--- src/rtl/sio_pkg.sv ---
package sio_pkg;
  localparam int DW = 8;
  localparam int AW = 2;

  typedef enum logic [AW-1:0] {
    ADDR_MODE = 2'd0,
    ADDR_DATA = 2'd1,
    ADDR_SVA  = 2'd2,
    ADDR_NONE = 2'd3
  } reg_addr_e;

  localparam int BIT_EN    = 7;
  localparam int BIT_FLAG  = 6;
  localparam int BIT_WAKE  = 5;
  localparam int BIT_KIND1 = 4;
  localparam int BIT_KIND0 = 3;
  localparam int BIT_ORDER = 2;

  localparam logic [1:0] KIND_BUS = 2'b10;
  localparam logic [1:0] KIND_2W  = 2'b11;
endpackage

--- src/rtl/sio_clk_sel.sv ---
module sio_clk_sel #(
  parameter int NSRC  = 3,
  parameter int SYNC  = 2
) (
  input  logic            clk,
  input  logic            rst_n,
  input  logic [NSRC-1:0] src_pins,
  input  logic [1:0]      sel,
  output logic            shift_edge
);
  logic [NSRC-1:0] synced;
  logic            lvl;
  logic            prev_q;

  for (genvar g = 0; g < NSRC; g++) begin : g_sync
    logic [SYNC-1:0] chain_q;
    always_ff @(posedge clk or negedge rst_n) begin
      if (!rst_n) chain_q <= '0;
      else        chain_q <= {chain_q[SYNC-2:0], src_pins[g]};
    end
    assign synced[g] = chain_q[SYNC-1];
  end

  always_comb begin
    if (!sel[1])     lvl = synced[0];
    else if (sel[0]) lvl = synced[2];
    else             lvl = synced[1];
  end

  always_ff @(posedge clk or negedge rst_n) begin
    if (!rst_n) prev_q <= 1'b0;
    else        prev_q <= lvl;
  end

  assign shift_edge = lvl & ~prev_q;

  // a rising edge is seen for one cycle only
  assert_edge_single_R8: assert property (@(posedge clk) disable iff (!rst_n)
    shift_edge |=> !shift_edge);
endmodule

--- src/rtl/sio_shifter.sv ---
module sio_shifter #(
  parameter int DW = 8
) (
  input  logic          clk,
  input  logic          rst_n,
  input  logic          en,
  input  logic          load,
  input  logic [DW-1:0] load_data,
  input  logic          lsb_first,
  input  logic          shift_edge,
  input  logic          sdi,
  output logic [DW-1:0] shreg,
  output logic [DW-1:0] shreg_nxt,
  output logic          sdo,
  output logic          done
);
  localparam int CW = $clog2(DW);
  localparam logic [CW-1:0] LAST = CW'(DW - 1);

  logic [DW-1:0] sh_q;
  logic [CW-1:0] cnt_q, cnt_nxt;
  logic          busy_q, busy_nxt;
  logic          step;

  assign step = en & busy_q & shift_edge;

  always_comb begin
    shreg_nxt = sh_q;
    cnt_nxt   = cnt_q;
    busy_nxt  = busy_q;
    done      = 1'b0;
    if (!en) begin
      busy_nxt = 1'b0;
      cnt_nxt  = '0;
      if (load) shreg_nxt = load_data;
    end else if (load) begin
      shreg_nxt = load_data;
      busy_nxt  = 1'b1;
      cnt_nxt   = '0;
    end else if (step) begin
      shreg_nxt = lsb_first ? {sdi, sh_q[DW-1:1]} : {sh_q[DW-2:0], sdi};
      cnt_nxt   = cnt_q + 1'b1;
      if (cnt_q == LAST) begin
        done     = 1'b1;
        busy_nxt = 1'b0;
        cnt_nxt  = '0;
      end
    end
  end

  always_ff @(posedge clk or negedge rst_n) begin
    if (!rst_n) begin
      sh_q   <= '0;
      cnt_q  <= '0;
      busy_q <= 1'b0;
    end else begin
      sh_q   <= shreg_nxt;
      cnt_q  <= cnt_nxt;
      busy_q <= busy_nxt;
    end
  end

  assign shreg = sh_q;
  assign sdo   = lsb_first ? sh_q[0] : sh_q[DW-1];

  // counter back to zero and idle after the last bit
  assert_cnt_wrap_R10: assert property (@(posedge clk) disable iff (!rst_n)
    done |=> (cnt_q == '0) && !busy_q);
  // a disabled channel does not shift
  assert_hold_disabled_R2: assert property (@(posedge clk) disable iff (!rst_n)
    (!en && !load) |=> $stable(sh_q));
endmodule

--- src/rtl/sio_wake_filter.sv ---
module sio_wake_filter #(
  parameter int DW = 8
) (
  input  logic          clk,
  input  logic          rst_n,
  input  logic          en,
  input  logic          wake_req,
  input  logic          two_wire,
  input  logic          cmd_det,
  input  logic          bus_rel,
  input  logic          done,
  input  logic [DW-1:0] byte_nxt,
  input  logic [DW-1:0] shreg,
  input  logic [DW-1:0] sva,
  output logic          match_flag,
  output logic          irq
);
  logic wake_eff;
  logic fire;
  logic irq_q;

  assign match_flag = en & (shreg == sva);
  assign wake_eff   = wake_req & ~two_wire;
  assign fire       = done & (~wake_eff | (cmd_det & bus_rel & (byte_nxt == sva)));

  always_ff @(posedge clk or negedge rst_n) begin
    if (!rst_n) irq_q <= 1'b0;
    else        irq_q <= fire;
  end

  assign irq = irq_q;

  // single-cycle interrupt pulse
  assert_irq_pulse_R10: assert property (@(posedge clk) disable iff (!rst_n)
    irq |=> !irq);
  // a filtered interrupt needs both bus flags
  assert_wake_flags_R6: assert property (@(posedge clk) disable iff (!rst_n)
    (irq && $past(wake_eff)) |-> $past(cmd_det && bus_rel));
endmodule

--- src/rtl/sio_wake_chan.sv ---
module sio_wake_chan
  import sio_pkg::*;
(
  input  logic          clk,
  input  logic          rst_n,
  input  logic          reg_we,
  input  logic [AW-1:0] reg_addr,
  input  logic [DW-1:0] reg_wdata,
  output logic [DW-1:0] reg_rdata,
  input  logic          ext_sck,
  input  logic          tmr_clk,
  input  logic          pre_clk,
  input  logic          sdi,
  input  logic          cmd_det,
  input  logic          bus_rel,
  output logic          sdo,
  output logic          irq
);
  logic [DW-1:0] mode_q, mode_nxt;
  logic [DW-1:0] sva_q, sva_nxt;
  logic [DW-1:0] shreg, shreg_nxt;
  logic          shift_edge, done, match_flag, load, lsb_first, two_wire;
  logic [1:0]    kind;

  assign kind      = mode_q[BIT_KIND1:BIT_KIND0];
  assign two_wire  = (kind == KIND_2W);
  assign lsb_first = ~kind[1] & mode_q[BIT_ORDER];
  assign load      = reg_we && (reg_addr == ADDR_DATA);

  always_comb begin
    mode_nxt = mode_q;
    sva_nxt  = sva_q;
    if (reg_we && reg_addr == ADDR_MODE) begin
      mode_nxt           = reg_wdata;
      mode_nxt[BIT_FLAG] = 1'b0;
    end
    if (reg_we && reg_addr == ADDR_SVA) sva_nxt = reg_wdata;
  end

  always_ff @(posedge clk or negedge rst_n) begin
    if (!rst_n) begin
      mode_q <= '0;
      sva_q  <= '0;
    end else begin
      mode_q <= mode_nxt;
      sva_q  <= sva_nxt;
    end
  end

  always_comb begin
    case (reg_addr)
      ADDR_MODE: begin
        reg_rdata           = mode_q;
        reg_rdata[BIT_FLAG] = match_flag;
      end
      ADDR_DATA: reg_rdata = shreg;
      ADDR_SVA:  reg_rdata = sva_q;
      default:   reg_rdata = '0;
    endcase
  end

  sio_clk_sel #(.NSRC(3), .SYNC(2)) u_clk_sel (
    .clk        (clk),
    .rst_n      (rst_n),
    .src_pins   ({pre_clk, tmr_clk, ext_sck}),
    .sel        (mode_q[1:0]),
    .shift_edge (shift_edge)
  );

  sio_shifter #(.DW(DW)) u_shifter (
    .clk        (clk),
    .rst_n      (rst_n),
    .en         (mode_q[BIT_EN]),
    .load       (load),
    .load_data  (reg_wdata),
    .lsb_first  (lsb_first),
    .shift_edge (shift_edge),
    .sdi        (sdi),
    .shreg      (shreg),
    .shreg_nxt  (shreg_nxt),
    .sdo        (sdo),
    .done       (done)
  );

  sio_wake_filter #(.DW(DW)) u_wake (
    .clk        (clk),
    .rst_n      (rst_n),
    .en         (mode_q[BIT_EN]),
    .wake_req   (mode_q[BIT_WAKE]),
    .two_wire   (two_wire),
    .cmd_det    (cmd_det),
    .bus_rel    (bus_rel),
    .done       (done),
    .byte_nxt   (shreg_nxt),
    .shreg      (shreg),
    .sva        (sva_q),
    .match_flag (match_flag),
    .irq        (irq)
  );

  // flag reads low while disabled
  assert_flag_off_R4: assert property (@(posedge clk) disable iff (!rst_n)
    (!mode_q[BIT_EN] && reg_addr == ADDR_MODE) |-> !reg_rdata[BIT_FLAG]);
  // slave address write lands
  assert_sva_write_R12: assert property (@(posedge clk) disable iff (!rst_n)
    (reg_we && reg_addr == ADDR_SVA) |=> sva_q == $past(reg_wdata));
  // no interrupt while disabled
  assert_no_irq_off_R2: assert property (@(posedge clk) disable iff (!rst_n)
    (!mode_q[BIT_EN] && !$past(mode_q[BIT_EN])) |-> !irq);
endmodule

--- config.mk ---
export PLATFORM = sky130hd
export DESIGN_NAME = sio_wake_chan
export DESIGN_NICKNAME = d
export VERILOG_FILES = /design/src/rtl/sio_pkg.sv /design/src/rtl/sio_clk_sel.sv /design/src/rtl/sio_shifter.sv /design/src/rtl/sio_wake_filter.sv /design/src/rtl/sio_wake_chan.sv
export SDC_FILE = /design/constraint.sdc
export NUM_CORES = 1
export LEC_CHECK = 0
export BUFFER_PORTS_ARGS = -buffer_cell sky130_fd_sc_hd__buf_4
export CAP_MARGIN = 40
export CORE_ASPECT_RATIO = 0.9
export CORE_MARGIN = 2
export CORE_UTILIZATION = 30
export DETAILED_ROUTE_END_ITERATION = 16
export MAX_ROUTING_LAYER = met4
export PLACE_DENSITY = 0.58
export SYNTH_ARGS = -nofsm -noshare
export SYNTH_HDL_FRONTEND = slang
export SYNTH_SLANG_ARGS = --single-unit
export TNS_END_PERCENT = 100
--- constraint.sdc ---
create_clock -name clk -period 2.7 [get_ports clk]
set_input_delay 0.27 -clock clk [delete_from_list [all_inputs] [get_ports clk]]
set_output_delay 0.27 -clock clk [all_outputs]
set_load 0.005 [all_outputs]
==> results of run 1 <==
-- placed cells by master (no fill, tap or decap), types with 7 or more instances in the layout --
cell type	n
dfrtp_1	35
buf_4	30
nand2_1	20
mux2i_1	16
mux2_2	16
o21ai_0	10
nor2_1	9
xnor2_1	8
a21oi_1	7
-- power by group --
part	internal, mW	leakage, nW	switching [mW]
registers	0.604	0.427	0.108
logic	0.232	0.528	0.197
clock network	0.299	0.0612	0.182
-- registers in the layout (all words and copies together), names as in the netlist --
signal and count:
u_wake.irq 1, u_clk_sel.g_sync.chain_q 6, u_shifter.cnt_q 3, u_clk_sel.prev_q 1
sva_q 8, mode_q 7, u_shifter.shreg 8, u_shifter.busy_q 1
-- stage by stage --
stage	cell area (sq um)	total power [mW]
after floorplan	1910	1.00
after global placement	2200	1.14
after detailed placement	2200	1.15
after CTS	2330	1.64
after global routing	2330	1.72
final	2330	1.62
-- cell families (layout without fill, tap and decap cells) --
group / after synthesis / count (layout) / synth area share
simple gates: 49 / 49 / 0.128
compound gates: 35 / 35 / 0.124
flops: 35 / 35 / 0.458
mux: 33 / 33 / 0.186
xor+xnor: 14 / 14 / 0.0641
buf+inv: 10 / 41 / 0.0262
fa+ha+maj: 2 / 2 / 0.0131
-- how the worst min path moves through the flow --
| stage | from | depth (start not counted) | to |
|---|---|---|---|
| detailed placement | rst_n | 1 | sva_q[3]$_DFFE_PN0P_ |
| global placement | rst_n | 1 | sva_q[3]$_DFFE_PN0P_ |
| finish | tmr_clk | 1 | u_clk_sel.g_sync[1].chain_q[0]$_DFF_PN0_ |
| floorplan | rst_n | 0 | mode_q[0]$_DFFE_PN0P_ |
| CTS | tmr_clk | 1 | u_clk_sel.g_sync[1].chain_q[0]$_DFF_PN0_ |
| global route | pre_clk | 1 | u_clk_sel.g_sync[2].chain_q[0]$_DFF_PN0_ |
-- worst max-delay path: stages (launching register included) --
cell and delay (ns):
dfrtp_1 0.44, xnor2_1 0.17, nand3_1 0.12, nor4_1 0.50
a21oi_1 0.13, o21ai_0 0.19, buf_4 0.14
-- per-layer routing --
layer  vias up  share of wire
met1       693           0.48
li1        691              -
met5         -              0
met2        25           0.47
met3         4          0.041
met4         0         0.0066
-- timing repair --
action,CTS,global route
hold buffers,1,0
hold endpoints to repair,35,0
endpoints found under the setup margin,0,0
-- final cells by class --
class,count,area [sq um]
timing repair buffer,31,235
fill,635,3820
sequential,35,876
clock buffer,6,82.6
clock inverter,2,35.0
inverter,2,7.51
tap,87,109
multi-input combinational,133,986
==> qor.csv, run 1 <==
metric,value,unit
status,finished clean,
synth_edf_count,0,
vdd_drop_max,0.283,mV
period_share,0.832,
die-area,7030,sq um
grt_pass1_vias,1450,
rsz0062_at_grt,no,
start_util,0.311,
synth_top_cells_by_count,"dfrtp_1, nand2_1, mux2_2, mux2i_1, o21ai_0",
diodes,0,
clk_latency,0.28,ns
hp-class,input port to flip-flop,
leakage,1.02,nW
numCtsBuffers,5,
maxSlewViolCount,0,
ctsResizeCount,0,
ys.warnings.count,0,
grt_remaining_overflow,0,
reg2regPathDepth,6,
instances_no_fill,296,
critical_path_class,flip-flop to output pin,
period_minus_slack,2.25,ns
syn_area,1910,sq um
reg2reg_slack,0.61,ns
fmax,445,MHz
post-place-cells,287,
synth.net_count,199,
nNetsFinal,229,
synth_cell_type_count,37,
ys.flop_type,dfrtp_1,
grt_usage,0.143,
drv_cap,0,
yosysSeqAreaShare,0.458,
grt_pass1_wl,7370,um
synth_async_sr_flop_share,1.00,
cts_max_level,2,
drc,0,
cp-start-kind,flip-flop,
post-route-util,0.379,
hpwl,3280,um
dr.pass1.iters,4,
cts_max_path_buffers,2,
synth_most_common_cell,dfrtp_1,
syn_area_per_cell,10.7,sq um
dp_slack,0.633,ns
fp-row-count,27,
worst-path-max-fanout,5,
use_met3,0.0362,
power.density,696,nW/um^2
die_h,79.7,um
cts_tree,done,
final-setup-viol-count,0,
die_w,88.1,um
cts_root_buf,clkbuf_8,
relSlewSlack,0.603,
clock_skew,0.00253,ns
finalWirelength,4550,um
ys_seq_elements,35,
vias,1413,
synth_top_area_cell,dfrtp_1,
whs,0.0931,ns
core_region_area,6150,sq um
reg2reg_from,mode_q[4]$_DFFE_PN0P_,
top_usage_layer,met2,
met1_usage,0.196,
clk_pin_slew_worst_paths,0.07,ns
synth_top_area_share,0.458,
drt_iter0_drc,100,
finalHoldViolCount,0,
critPathArrivalTime,1.98,ns
finalWorstSetupSlack,0.454,ns
end_kind,output pin,
crit_required,2.43,ns
detail-route-antenna-nets,0,
drt-vias-per-instance,4.77,
io_buffers,28,
cts_sinks,35,
wl_per_cell,15.4,um
setup.worst_path.end,reg_rdata[6],
drive_gt1_frac,0.287,
area_delta_synth_final,21.9,%
gp_congestion,0.822,
cts_setup_buffers,0,
tightest_slew,0.593,ns
antenna_found_initial,0,
grt_max_degree,36,
crit_start,u_shifter.shreg[7]$_DFF_PN0_,
rr_endpoint,u_wake.irq$_DFF_PN0_,
grtUsageMet2,0.212,
synthTopCellsByArea,"dfrtp_1, mux2_2, mux2i_1, nand2_1, xnor2_1",
synth_cells,178,
pin_count,29,
fin_setup_tns,0,ns
Note: power is estimated with default switching activity, not from simulation.
==> inputs of run 2 (changes only) <==
- clock period: 2.7 -> 2.07 ns (I/O delays scaled with it)
==> run 2 against run 1 <==
Against the previous run:
- critical path depth stayed put
- via count fell by 0.85%
- worst hold slack gained 0.040 ns
- first-iteration DRC count shrank 35%
- combinational power increased by 44%
- utilization increased by 1.2 points
- die area is the same
- register-to-register slack worse by 0.41 ns
==> qor.csv, run 2 (synthesis results as in run 1) <==
metric,value,unit
worst-path-max-fanout,5,
grt_max_degree,36,
cts_root_buf,clkbuf_8,
fmax,509,MHz
reg2regPathDepth,7,
final-setup-viol-count,0,
finalWirelength,4590,um
vias,1401,
tightest_slew,0.412,ns
layout_common_cells,"buf_4, dfrtp_1, nand2_1",
cts_max_path_buffers,2,
critPathArrivalTime,1.76,ns
crit_required,1.86,ns
setup.worst_path.end,reg_rdata[6],
power.density,850,nW/um^2
drc,0,
nNetsFinal,238,
vdd_drop_max,0.340,mV
fillCellCount,639,
cp-start-kind,flip-flop,
status,finished clean,
relSlewSlack,0.718,
detail-route-antenna-nets,0,
reg2reg_from,mode_q[4]$_DFFE_PN0P_,
drive_gt1_frac,0.326,
clk_latency,0.29,ns
area_delta_synth_final,25.7,%
drv_cap,0,
wl_per_cell,15.0,um
period_minus_slack,1.96,ns
gp_congestion,0.842,
die_h,79.7,um
cts_sinks,35,
numCtsBuffers,5,
dr.pass1.iters,4,
cts_tree,done,
dp_slack,0.249,ns
fin_setup_tns,0,ns
maxSlewViolCount,0,
crit_start,u_shifter.shreg[5]$_DFF_PN0_,
place_area,2230,sq um
stdcell_area,2400,sq um
finalHoldViolCount,0,
hp-class,input port to flip-flop,
final_common_cell,buf_4,
hpwl,3370,um
cts_max_level,2,
grt_pass1_vias,1423,
drt_iter0_drc,65,
core_region_area,6150,sq um
io_buffers,28,
clk_pin_slew_worst_paths,0.07,ns
pin_count,29,
min-delay-start,reg_wdata[2],
rr_endpoint,u_wake.irq$_DFF_PN0_,
clock_skew,0.00725,ns
diodes,0,
die_w,88.1,um
reg2reg_slack,0.20,ns
drt-vias-per-instance,4.59,
antenna_found_initial,0,
grt_remaining_overflow,0,
fp-row-count,27,
start_util,0.311,
leakage,1.04,nW
period_share,0.949,
regArea,880,sq um
die-area,7030,sq um
multi_input_area,1010,sq um
critical_path_class,flip-flop to output pin,
grt_usage,0.152,
grt_pass1_wl,7730,um
finalWorstSetupSlack,0.105,ns
end_kind,output pin,
-- run 2: changes by cell type in the layout (fill, tap and decap cells not counted) --
cell,before,now
dfrtp_2,0,3
dfrtp_1,35,32
nor4_4,0,1
buf_4,30,36
xnor2_1,8,7
nor4_1,1,0
dlygate4sd3_1,1,4
clkinvlp_4,0,2
xnor2_2,0,1
clkbuf_8,6,5
bufinv_16,1,0
-- run 2: through the flow --
stage,utilization,cells,power (mW),hold slack (ns)
after floorplan,-,178,1.30,-0.0886
after global placement,0.363,291,1.51,0.187
final,0.391,305,2.04,0.133
after detailed placement,0.363,291,1.52,0.188
after CTS,0.380,300,2.02,0.00639
after global routing,0.391,305,2.18,0.128
-- run 2: power by group --
group	internal, mW	switching (mW)	leakage [nW]	total [mW]
clock network	0.234	0.267	0.0402	0.501
registers	0.790	0.133	0.424	0.923
logic	0.335	0.284	0.578	0.619
total	1.36	0.683	1.04	2.04
-- run 2: worst min path at each step --
stage                     depth (start not counted)                                       end
after floorplan                                   0                     mode_q[0]$_DFFE_PN0P_
after global placement                            1                     mode_q[3]$_DFFE_PN0P_
after detailed placement                          1                     mode_q[3]$_DFFE_PN0P_
after CTS                                         1  u_clk_sel.g_sync[2].chain_q[0]$_DFF_PN0_
after global routing                              2              u_shifter.shreg[7]$_DFF_PN0_
final                                             3              u_shifter.shreg[2]$_DFF_PN0_
-- run 2: metal layers --
metal  routed length, um  up-vias  part of all wire  global-route usage
met4                  48        0             0.010              0.0364
li1                    -      706                 -                   -
met2                2080       21              0.45               0.213
met5                   0        -                 0                   -
met1                2320      670              0.51               0.219
met3                 136        4             0.030              0.0414
-- run 2: what timing repair did --
action | 4_1_cts | 5_1_grt
setup buffers | 0 | 2
endpoints found under the setup margin | 1 | 1
hold buffers | 1 | 3
resized for setup | 1 | 5
endpoints found under the hold margin | 35 | 3
pin swaps | 0 | 1
-- run 2: area by class of cell --
| class | instances | area share |
|---|---|---|
| tap | 87 | 0.0453 |
| clock inverter | 3 | 0.00833 |
| multi-input combinational | 133 | 0.420 |
| sequential | 35 | 0.366 |
| inverter | 2 | 0.00312 |
| timing repair buffer | 40 | 0.129 |
| clock buffer | 5 | 0.0286 |
-- run 2: critical path, cell delays in order (launching register included) --
cell and delay [ns]:
dfrtp_2 0.46, xnor2_2 0.19, nand4_1 0.15, nor4_4 0.29, a21oi_1 0.10, o21ai_0 0.15, buf_4 0.13
